### config.mk
export PLATFORM = sky130hd
export DESIGN_NAME = mem_watch_unit
export DESIGN_NICKNAME = d
export VERILOG_FILES = /design/src/rtl/mwu_pkg.sv /design/src/rtl/mwu_match.sv /design/src/rtl/mwu_capture.sv /design/src/rtl/mwu_irq.sv /design/src/rtl/mem_watch_unit.sv
export SDC_FILE = /design/constraint.sdc
export NUM_CORES = 1
export LEC_CHECK = 0
export ABC_AREA = 1
export BUFFER_PORTS_ARGS = -buffer_cell sky130_fd_sc_hd__buf_2
export CORE_AREA = 5 5 231 233
export DETAILED_ROUTE_END_ITERATION = 6
export DIE_AREA = 0 0 236 238
export PLACE_DENSITY = 0.58
export SKIP_CTS_REPAIR_TIMING = 1
export SLEW_MARGIN = 20
export SYNTH_ARGS = -nofsm -noshare
export SYNTH_HDL_FRONTEND = slang
export SYNTH_SLANG_ARGS = --single-unit
### constraint.sdc
create_clock -name clk -period 1.23 [get_ports clk]
set_clock_uncertainty 0.1 [all_clocks]
set_input_delay 0.0615 -clock clk [delete_from_list [all_inputs] [get_ports clk]]
set_output_delay 0.0615 -clock clk [all_outputs]
set_load 0.005 [all_outputs]
### src/rtl/mwu_pkg.sv
`timescale 1ns/1ps
package mwu_pkg;
  // Operation-mask layout shared by match logic and bench-visible config.
  localparam int OP_W  = 2;
  localparam int OP_RD = 0;
  localparam int OP_WR = 1;

  typedef enum logic {
    KIND_READ  = 1'b0,
    KIND_WRITE = 1'b1
  } acc_kind_e;

  function automatic int unsigned op_bit(input acc_kind_e kind);
    return (kind == KIND_WRITE) ? OP_WR : OP_RD;
  endfunction
endpackage

### src/rtl/mwu_match.sv
`timescale 1ns/1ps
module mwu_match
  import mwu_pkg::*;
#(
  parameter int ADDR_W      = 32,
  parameter int NUM_CLIENTS = 14
) (
  input  logic                   acc_valid,
  input  logic [ADDR_W-1:0]      acc_addr,
  input  logic                   acc_write,
  input  logic [NUM_CLIENTS-1:0] client_1hot,
  input  logic [ADDR_W-1:0]      win_lo,
  input  logic [ADDR_W-1:0]      win_hi,
  input  logic [OP_W-1:0]        op_en,
  input  logic [NUM_CLIENTS-1:0] client_en,
  output logic                   hit
);
  logic in_range;
  logic op_ok;
  logic client_ok;
  acc_kind_e kind;

  assign kind      = acc_kind_e'(acc_write);
  assign in_range  = (acc_addr >= win_lo) && (acc_addr <= win_hi);
  assign op_ok     = op_en[op_bit(kind)];
  assign client_ok = |(client_1hot & client_en);
  assign hit       = acc_valid && in_range && op_ok && client_ok;
endmodule

### src/rtl/mwu_capture.sv
`timescale 1ns/1ps
module mwu_capture #(
  parameter int ADDR_W      = 32,
  parameter int NUM_CLIENTS = 14,
  parameter int CID_W       = 4,
  parameter int SIZE_W      = 3
) (
  input  logic                   clk,
  input  logic                   rst_n,
  input  logic                   hit,
  input  logic                   ack,
  input  logic [ADDR_W-1:0]      acc_addr,
  input  logic                   acc_write,
  input  logic [CID_W-1:0]       acc_client,
  input  logic [SIZE_W-1:0]      acc_size,
  input  logic [NUM_CLIENTS-1:0] client_1hot,
  output logic                   snap_valid,
  output logic [NUM_CLIENTS-1:0] snap_clients,
  output logic [ADDR_W-1:0]      snap_addr,
  output logic                   snap_write,
  output logic [CID_W-1:0]       snap_first,
  output logic [SIZE_W-1:0]      snap_size
);
  logic fresh;

  // A hit opens a new snapshot when none is held or when the held one is
  // being released in this very cycle.
  assign fresh = hit && (!snap_valid || ack);

  always_ff @(posedge clk or negedge rst_n) begin
    if (!rst_n) begin
      snap_valid   <= 1'b0;
      snap_clients <= '0;
      snap_addr    <= '0;
      snap_write   <= 1'b0;
      snap_first   <= '0;
      snap_size    <= '0;
    end else if (fresh) begin
      snap_valid   <= 1'b1;
      snap_clients <= client_1hot;
      snap_addr    <= acc_addr;
      snap_write   <= acc_write;
      snap_first   <= acc_client;
      snap_size    <= acc_size;
    end else if (hit) begin
      snap_clients <= snap_clients | client_1hot;
    end else if (ack) begin
      snap_valid   <= 1'b0;
      snap_clients <= '0;
      snap_addr    <= '0;
      snap_write   <= 1'b0;
      snap_first   <= '0;
      snap_size    <= '0;
    end
  end
endmodule

### src/rtl/mwu_irq.sv
`timescale 1ns/1ps
module mwu_irq #(
  parameter int NUM_WP = 4
) (
  input  logic              clk,
  input  logic              rst_n,
  input  logic [NUM_WP-1:0] hit,
  input  logic [NUM_WP-1:0] gack,
  input  logic [NUM_WP-1:0] mask,
  output logic [NUM_WP-1:0] raw,
  output logic [NUM_WP-1:0] masked,
  output logic              irq
);
  always_ff @(posedge clk or negedge rst_n) begin
    if (!rst_n) raw <= '0;
    else        raw <= (raw & ~gack) | hit;
  end

  assign masked = raw & mask;
  assign irq    = |masked;
endmodule

### src/rtl/mem_watch_unit.sv
`timescale 1ns/1ps
module mem_watch_unit
  import mwu_pkg::*;
#(
  parameter  int NUM_WP      = 4,
  parameter  int NUM_CLIENTS = 14,
  parameter  int ADDR_W      = 32,
  parameter  int SIZE_W      = 3,
  localparam int CID_W       = $clog2(NUM_CLIENTS)
) (
  input  logic                          clk,
  input  logic                          rst_n,
  input  logic                          acc_valid,
  input  logic [ADDR_W-1:0]             acc_addr,
  input  logic                          acc_write,
  input  logic [CID_W-1:0]              acc_client,
  input  logic [SIZE_W-1:0]             acc_size,
  input  logic [NUM_WP*ADDR_W-1:0]      cfg_first,
  input  logic [NUM_WP*ADDR_W-1:0]      cfg_last,
  input  logic [NUM_WP*OP_W-1:0]        cfg_op,
  input  logic [NUM_WP*NUM_CLIENTS-1:0] cfg_clients,
  input  logic [NUM_WP-1:0]             wp_ack,
  input  logic [NUM_WP-1:0]             irq_mask,
  input  logic [NUM_WP-1:0]             irq_ack,
  output logic [NUM_WP-1:0]             cap_valid,
  output logic [NUM_WP*NUM_CLIENTS-1:0] cap_clients,
  output logic [NUM_WP*ADDR_W-1:0]      cap_addr,
  output logic [NUM_WP-1:0]             cap_write,
  output logic [NUM_WP*CID_W-1:0]       cap_first,
  output logic [NUM_WP*SIZE_W-1:0]      cap_size,
  output logic [NUM_WP-1:0]             int_status,
  output logic                          irq
);
  logic [NUM_CLIENTS-1:0] client_1hot;
  logic [NUM_WP-1:0]      hit_vec;
  logic [NUM_WP-1:0]      raw_stat;

  // Client index decoded once and shared by all watchpoints; indices at or
  // above NUM_CLIENTS decode to all zeros and so never match.
  for (genvar c = 0; c < NUM_CLIENTS; c++) begin : g_dec
    assign client_1hot[c] = (acc_client == CID_W'(c));
  end

  for (genvar w = 0; w < NUM_WP; w++) begin : g_wp
    mwu_match #(
      .ADDR_W      (ADDR_W),
      .NUM_CLIENTS (NUM_CLIENTS)
    ) u_match (
      .acc_valid   (acc_valid),
      .acc_addr    (acc_addr),
      .acc_write   (acc_write),
      .client_1hot (client_1hot),
      .win_lo      (cfg_first[w*ADDR_W +: ADDR_W]),
      .win_hi      (cfg_last[w*ADDR_W +: ADDR_W]),
      .op_en       (cfg_op[w*OP_W +: OP_W]),
      .client_en   (cfg_clients[w*NUM_CLIENTS +: NUM_CLIENTS]),
      .hit         (hit_vec[w])
    );

    mwu_capture #(
      .ADDR_W      (ADDR_W),
      .NUM_CLIENTS (NUM_CLIENTS),
      .CID_W       (CID_W),
      .SIZE_W      (SIZE_W)
    ) u_cap (
      .clk          (clk),
      .rst_n        (rst_n),
      .hit          (hit_vec[w]),
      .ack          (wp_ack[w]),
      .acc_addr     (acc_addr),
      .acc_write    (acc_write),
      .acc_client   (acc_client),
      .acc_size     (acc_size),
      .client_1hot  (client_1hot),
      .snap_valid   (cap_valid[w]),
      .snap_clients (cap_clients[w*NUM_CLIENTS +: NUM_CLIENTS]),
      .snap_addr    (cap_addr[w*ADDR_W +: ADDR_W]),
      .snap_write   (cap_write[w]),
      .snap_first   (cap_first[w*CID_W +: CID_W]),
      .snap_size    (cap_size[w*SIZE_W +: SIZE_W])
    );
  end

  mwu_irq #(
    .NUM_WP (NUM_WP)
  ) u_irq (
    .clk    (clk),
    .rst_n  (rst_n),
    .hit    (hit_vec),
    .gack   (irq_ack),
    .mask   (irq_mask),
    .raw    (raw_stat),
    .masked (int_status),
    .irq    (irq)
  );
endmodule

; ---- Yosys cells after proc, flatten, opt, wreduce, memory -nomap -nowiden
; Index checks and enable logic that the tools add are counted.
[totals]
register_bits = 224
latchBits = 0
ram_bits = 0
rom_bits = 0
inputBits = 375
out_inout_bits = 225
wordCells = 182
n_memories = 0
[classes]
n_addsub = 0
mul = 0
div = 0
magnitude_cmp = 9
n_eq_ne = 17
shifts = 0
n_mux = 73
bitwise_logic = 12
reduce_logical = 46
[op_table]
columns = operator, n
row1 = 32-bit 2-to-1 mux, 12
row2 = 14-bit 2-to-1 mux, 12
row3 = 32-bit >= comparator, 4
row4 = 32-bit <= comparator, 4
row5 = 14-bit AND, 4
row6 = 14-bit bitwise OR, 4
row7 = 14-bit OR reduction, 4
row8 = 4-bit 2-to-1 mux, 12
row9 = 3-bit 2-to-1 mux, 12
row10 = "32-bit by 2-bit less-than comparator with 1-bit output, second input constant", 1
row11 = 1-bit 2-to-1 mux, 25
row12 = "4-bit equality test, second input constant", 6
row13 = 1-bit logical AND, 20
row14 = "4-bit by 3-bit equality test with 1-bit output, second input constant", 4
row15 = 3-bit nonzero test, 4
row16 = 4-bit AND, 2
row17 = "4-bit by 2-bit equality test with 1-bit output, second input constant", 2
row18 = "2-bit != test, second input constant", 4
row19 = 2-bit AND reduction, 4
row20 = 2-bit nonzero test, 4
row21 = "4-bit by 1-bit equality test with 1-bit output, second input constant", 1
row22 = 1-bit zero test, 4
row23 = 4-bit zero test, 1
row24 = 1-bit logical OR, 4
row25 = 3 further kinds, 3

; ---- Longest topological paths before layout
[logic_depth]
word_depth = 8
mapped_depth = 19
mapped_depth_nobuf = 18

; ---- By module
; Synthesis repeated with hierarchy kept, for this count alone.
[unflattened]
hier_cells = 2201
area_unflattened_um2 = 16335.7
[by_module_without_submodules]
columns = mod, n_inst, cells_per_inst, area_each_um2, seq_area_each_um2
row1 = mwu_capture, 4, 238, 2190.9, 1376.3
row2 = mwu_match (g_wp[1].u_match ...), 3, 299, 1815.5, 0.0
row3 = mwu_match (g_wp[0].u_match), 1, 301, 1834.3, 0.0
row4 = mwu_irq, 1, 25, 193.9, 100.1
row5 = mem_watch_unit, 1, 26, 97.6, 0.0

; ---- Least setup slack after synthesis
; OpenSTA, ideal clock, no wires.
[synth_timing]
path_kind = input to register
startpoint = input port cfg_last[127]
endpoint = register g_wp[3].u_cap.snap_write
setup_ns = 0.065
arrival_ns = 1.586
t_required_ns = 1.065
setup_slack_ns = -0.521
stages = 13
n_path_buf = 1
path_cell_list = inv_1 ha_1 nand2_1 nor2_1 nand2_1 nor4_1 nand2_1 nand2_1 nand2_1 nand3_2 clkbuf_1 nand3_1 nand2_1
[synth_between]
elab_chain_len = 8
elab_cells_between_ends = 10
cone_classes = 1 x order compare / 1 x eq/ne / 1 x mux / 7 x reduce/logical
[synth_rtl]
columns = item, line
row1 = "start, declared", mem_watch_unit.sv:19  ; input logic [NUM_WP*ADDR_W-1:0] cfg_last,
row2 = 32-bit <= comparator (*), mwu_match.sv:24  ; assign in_range = (acc_addr >= win_lo) && (acc_addr <= win_hi);
row3 = 1-bit logical AND (*), mwu_match.sv:24
row4 = 1-bit logical AND (*) (3 in a row), mwu_match.sv:27  ; assign hit = acc_valid && in_range && op_ok && client_ok;
row5 = 1-bit logical AND, mwu_capture.sv:28  ; assign fresh = hit && (!snap_valid || ack);
row6 = 2-bit != test (no source line) / 2-bit nonzero test (equally long branches), --
row7 = 2-bit AND reduction (no source line), --
row8 = "end signal, assigned", mwu_capture.sv:42  ; snap_write <= acc_write;
row9 = "end, declared", mwu_capture.sv:20  ; output logic snap_write,
; Mark *: on every way between the ends. The rest lies on a longest branch, timed or not.
; A chain may end at the register's enable or synchronous reset.

; ---- Worst setup path after layout
[layout_timing]
startpoint = input port acc_addr[31]
endpoint = register g_wp[1].u_cap.snap_addr[13]
[layout_between]
elab_chain_len = 8
elab_cells_between_ends = 11
cone_classes = 2 x order compare / 1 x eq/ne / 1 x mux / 7 x reduce/logical
[layout_rtl]
columns = item, line
row1 = "start, declared", mem_watch_unit.sv:14  ; input logic [ADDR_W-1:0] acc_addr,
row2 = 32-bit >= comparator / 32-bit <= comparator (equally long branches), mwu_match.sv:24
row3 = 1-bit logical AND (*), mwu_match.sv:24
row4 = 1-bit logical AND (*) (3 in a row), mwu_match.sv:27
row5 = 1-bit logical AND, mwu_capture.sv:28
row6 = 2-bit != test (no source line) / 2-bit nonzero test (equally long branches), --
row7 = 2-bit AND reduction (no source line), --
row8 = "end signal, assigned", mwu_capture.sv:41  ; snap_addr <= acc_addr;
row9 = "end, declared", mwu_capture.sv:19  ; output logic [ADDR_W-1:0] snap_addr,
; Marks and branches as above.

==> flow_summary.yaml <==
run_status:
  status: "finished, violations left"
  violations: "hold timing, setup timing"
clock_tree:
  clockBufferDepth: 3
  clk_pin_slew_worst_paths_ns: 0.06
  htreeDepth: 1
  root_buffer: "clkbuf_16"
  clk_latency_ns: 0.54
  numCtsBuffers: 26
  tritoncts: "built"
  clkSinkCount: 224
synthesis:
  synth_area_um2: 16700
  synthSimpleGateAreaFrac_pct: 27.52
  synthCells: 2297
  ys.flop_type: "dfrtp_1"
  ys_seq_area_share_pct: 33.57
  synthMuxAreaShare_pct: 0
  synth_compound_gate_area_share_pct: 8.813
  synthAdderAreaFrac_pct: 19.18
  synth_edf_count: 0
  synth_nets: 2928
  synth_top_family_by_area: "simple AND/OR/NAND/NOR gates"
  synth_warnings: 0
  ys_ff_latch: 224
  synth_cell_types: 28
  synth_xor_area_share_pct: 0
  synth_area_per_cell_um2: 7.269
  async_flop_share_pct: 100.0
setup_path:
  cp.depth: 16
  max_stage_delay_ns: 0.34
  cp.buffers_inverters: 4
  crit_required_ns: 1.55
  worstPathCellList: "buf_12 -> buf_4 -> ha_4 -> nand2_4 -> nor2_4 -> nand2_2 -> nor4_4 -> buf_4 -> nand2_2 -> nand2_2 -> nand2_4 -> nand2_4 -> nand2_8 -> clkbuf_16 -> nand3_1 -> nand2_1"
  cp.arrival_ns: 2.20
  crit_type: "in2reg"
  cpMaxStageDelayCell: "nor4_4"
  cp_top_family: "simple AND/OR/NAND/NOR gates"
  worst-path-max-fanout: 7
  start_kind: "input port"
  rr_worst_depth: 7
  crit_path_end_kind: "flop"
finish:
  drive_gt1_share_pct: 37.11
  filler_cell_count: 4905
  fin_area_um2: 25930
  area_growth_pct: 55.31
  nNetsFinal: 3750
global_routing:
  antenna_found_initial: 5
  grt_usage_pct: 25.76
  grt_overflow: 0
  grt_pass1_wl_mm: 112.0
  grt_pass1_vias: 18462
  grt_max_degree: 51
worst_hold_path:
  min_delay_path_depth: 4
  hp-class: "in2reg"
place:
  pre_cts_ws_ns: -1.510
  hpwl_mm: 63.46
  placed_cell_area_um2: 22160
  gp_congestion: 1.036
  portBuffers: 599
floorplan:
  start_util_pct: 32.74
  fp.dieH_um: 238
  coreArea_um2: 50990
  rows: 83
  fp.dieW_um: 236
  die-area_um2: 56170
  pin_count: 600
routing:
  viasPerCell: 4.969
  route.antenna.remaining_nets: 0
  vias: 18990
  wl_mm: 83.98
  drt_iter0_drc: 1423
  avgRoutedWirePerCell_um: 21.97
  dr.pass1.iters: 5
  post-route-drc-count: 0
sta:
  max_freq_mhz: 532.0
  worst_pin_slew_ns: 0.4409
  fin_setup_tns_ns: -124.22
  finalSetupViolCount: 354
  hold_viol: 53
  slew_viol_final: 0
  timing.final.crit_period_ns: 1.880
  worst_slack_ns: -0.6496
  finalCritPeriodShare_pct: 152.8
  timing.hold.ws_ns: -0.1571
  max_slew_margin_pct: 70.51
  rsz0062_at_grt: "true"
power_and_ir_drop:
  p_leak_nw: 15.18
  max-vdd-ir-drop_mv: 0.8912
  power_density_nw_per_um2: 845.7
  power_mw: 21.93
run:
  maxCapViolations: 0
-- per-layer routing --
metal / up-vias / global-route usage (%) / wire, um
li1: 9003 / - / -
met1: 9048 / 31.51 / 32900
met2: 788 / 45.20 / 41470
met3: 147 / 5.756 / 6610
met4: 4 / 8.427 / 2983
met5: - / 0 / 14
-- cells in the mapped netlist (15+ instances only) --
master	instances	area share, %
nand2_1	711	16
inv_1	358	8.0
ha_1	256	19
nand3_1	233	7.0
dfrtp_1	224	34
a21oi_1	144	4.3
nor2_1	104	2.3
o21ai_0	89	2.7
buf_2	29	0.87
buf_4	24	1.1
o21ai_1	21	0.63
o21a_1	16	0.72
nand4_1	15	0.56
-- where the power goes --
group	leakage, nW	total, mW	switching (mW)	internal (mW)
Sequential	3.11	7.72	0.149	7.57
Combinational	11.6	6.01	3.40	2.61
Clock	0.450	8.20	3.23	4.96
Total	15.2	21.9	6.78	15.1
-- logic make-up (layout without fill, tap and decap cells) --
kind of cell             Yosys count  count (layout)
AO/OA/AOI/OAI                    280             280
adder cells (fa/ha/maj)          256             256
buffers and inverters            443            1285
flip-flops                       224             224
other                              0               3
AND/OR/NAND/NOR                 1094            1094
-- cell usage in the layout, fill, tap and decap left out, drive strengths merged --
master and count:
nor3 7, dlygate4sd3 39, a21o 6, clkinvlp 3
diode 3, dfrtp 224, nand2 719, a21oi 148
bufinv 3, ha 256, nand4 15, o21ai 110
clkinv 11, o21a 16, nand3 236, inv 368
buf 792, clkbuf 69, nor4 2, nor2 115
-- tightest hold or removal path: cells and delay by family --
family | cells | cell delay [ns]
buffers and inverters | 2 | 0.27
AND/OR/NAND/NOR | 2 | 0.11
-- per-stage QoR --
stage | util (%) | std cells
6_report | 50.85 | 3822
5_1_grt | 50.85 | 3821
4_1_cts | 45.24 | 3722
3_5_place_dp | 43.47 | 3674
3_3_place_gp | 43.47 | 3674
2_1_floorplan | - | 2297
-- state kept, by name (all words and copies together) (netlist names) --
register	flops
g_wp.u_cap.snap_addr	128
g_wp.u_cap.snap_clients	56
g_wp.u_cap.snap_first	16
g_wp.u_cap.snap_size	12
g_wp.u_cap.snap_valid	4
g_wp.u_cap.snap_write	4
u_irq.raw	4
-- final timing paths --
path | start | end | slack (ns)
max | acc_addr[31] | g_wp[1].u_cap.snap_addr[13]$_DFFE_PN0P_ | -0.65
min | acc_addr[0] | g_wp[0].u_cap.snap_addr[0]$_DFFE_PN0P_ | -0.16
max reg2reg | g_wp[0].u_cap.snap_valid$_DFFE_PN0P_ | g_wp[0].u_cap.snap_addr[23]$_DFFE_PN0P_ | -0.27
min reg2reg | g_wp[2].u_cap.snap_addr[1]$_DFFE_PN0P_ | g_wp[2].u_cap.snap_addr[1]$_DFFE_PN0P_ | 0.39
max in group asynchronous | rst_n | g_wp[1].u_cap.snap_addr[11]$_DFFE_PN0P_ | 0.56
min in group asynchronous | rst_n | g_wp[0].u_cap.snap_first[2]$_DFFE_PN0P_ | -0.12
-- cell type report --
| type | count | area, um^2 | area share [%] |
|---|---|---|---|
| clock inverters | 11 | 141.4 | 0.5453 |
| repair buffers | 863 | 6405 | 24.70 |
| multi-input cells | 1630 | 10660 | 41.12 |
| clock buffers | 37 | 763.2 | 2.943 |
| inverters | 374 | 1495 | 5.766 |
| diodes | 3 | 7.507 | 0.02895 |
| flip-flops and latches | 224 | 5605 | 21.62 |
| well taps | 680 | 850.8 | 3.281 |
(Power assumes the default switching activity.)
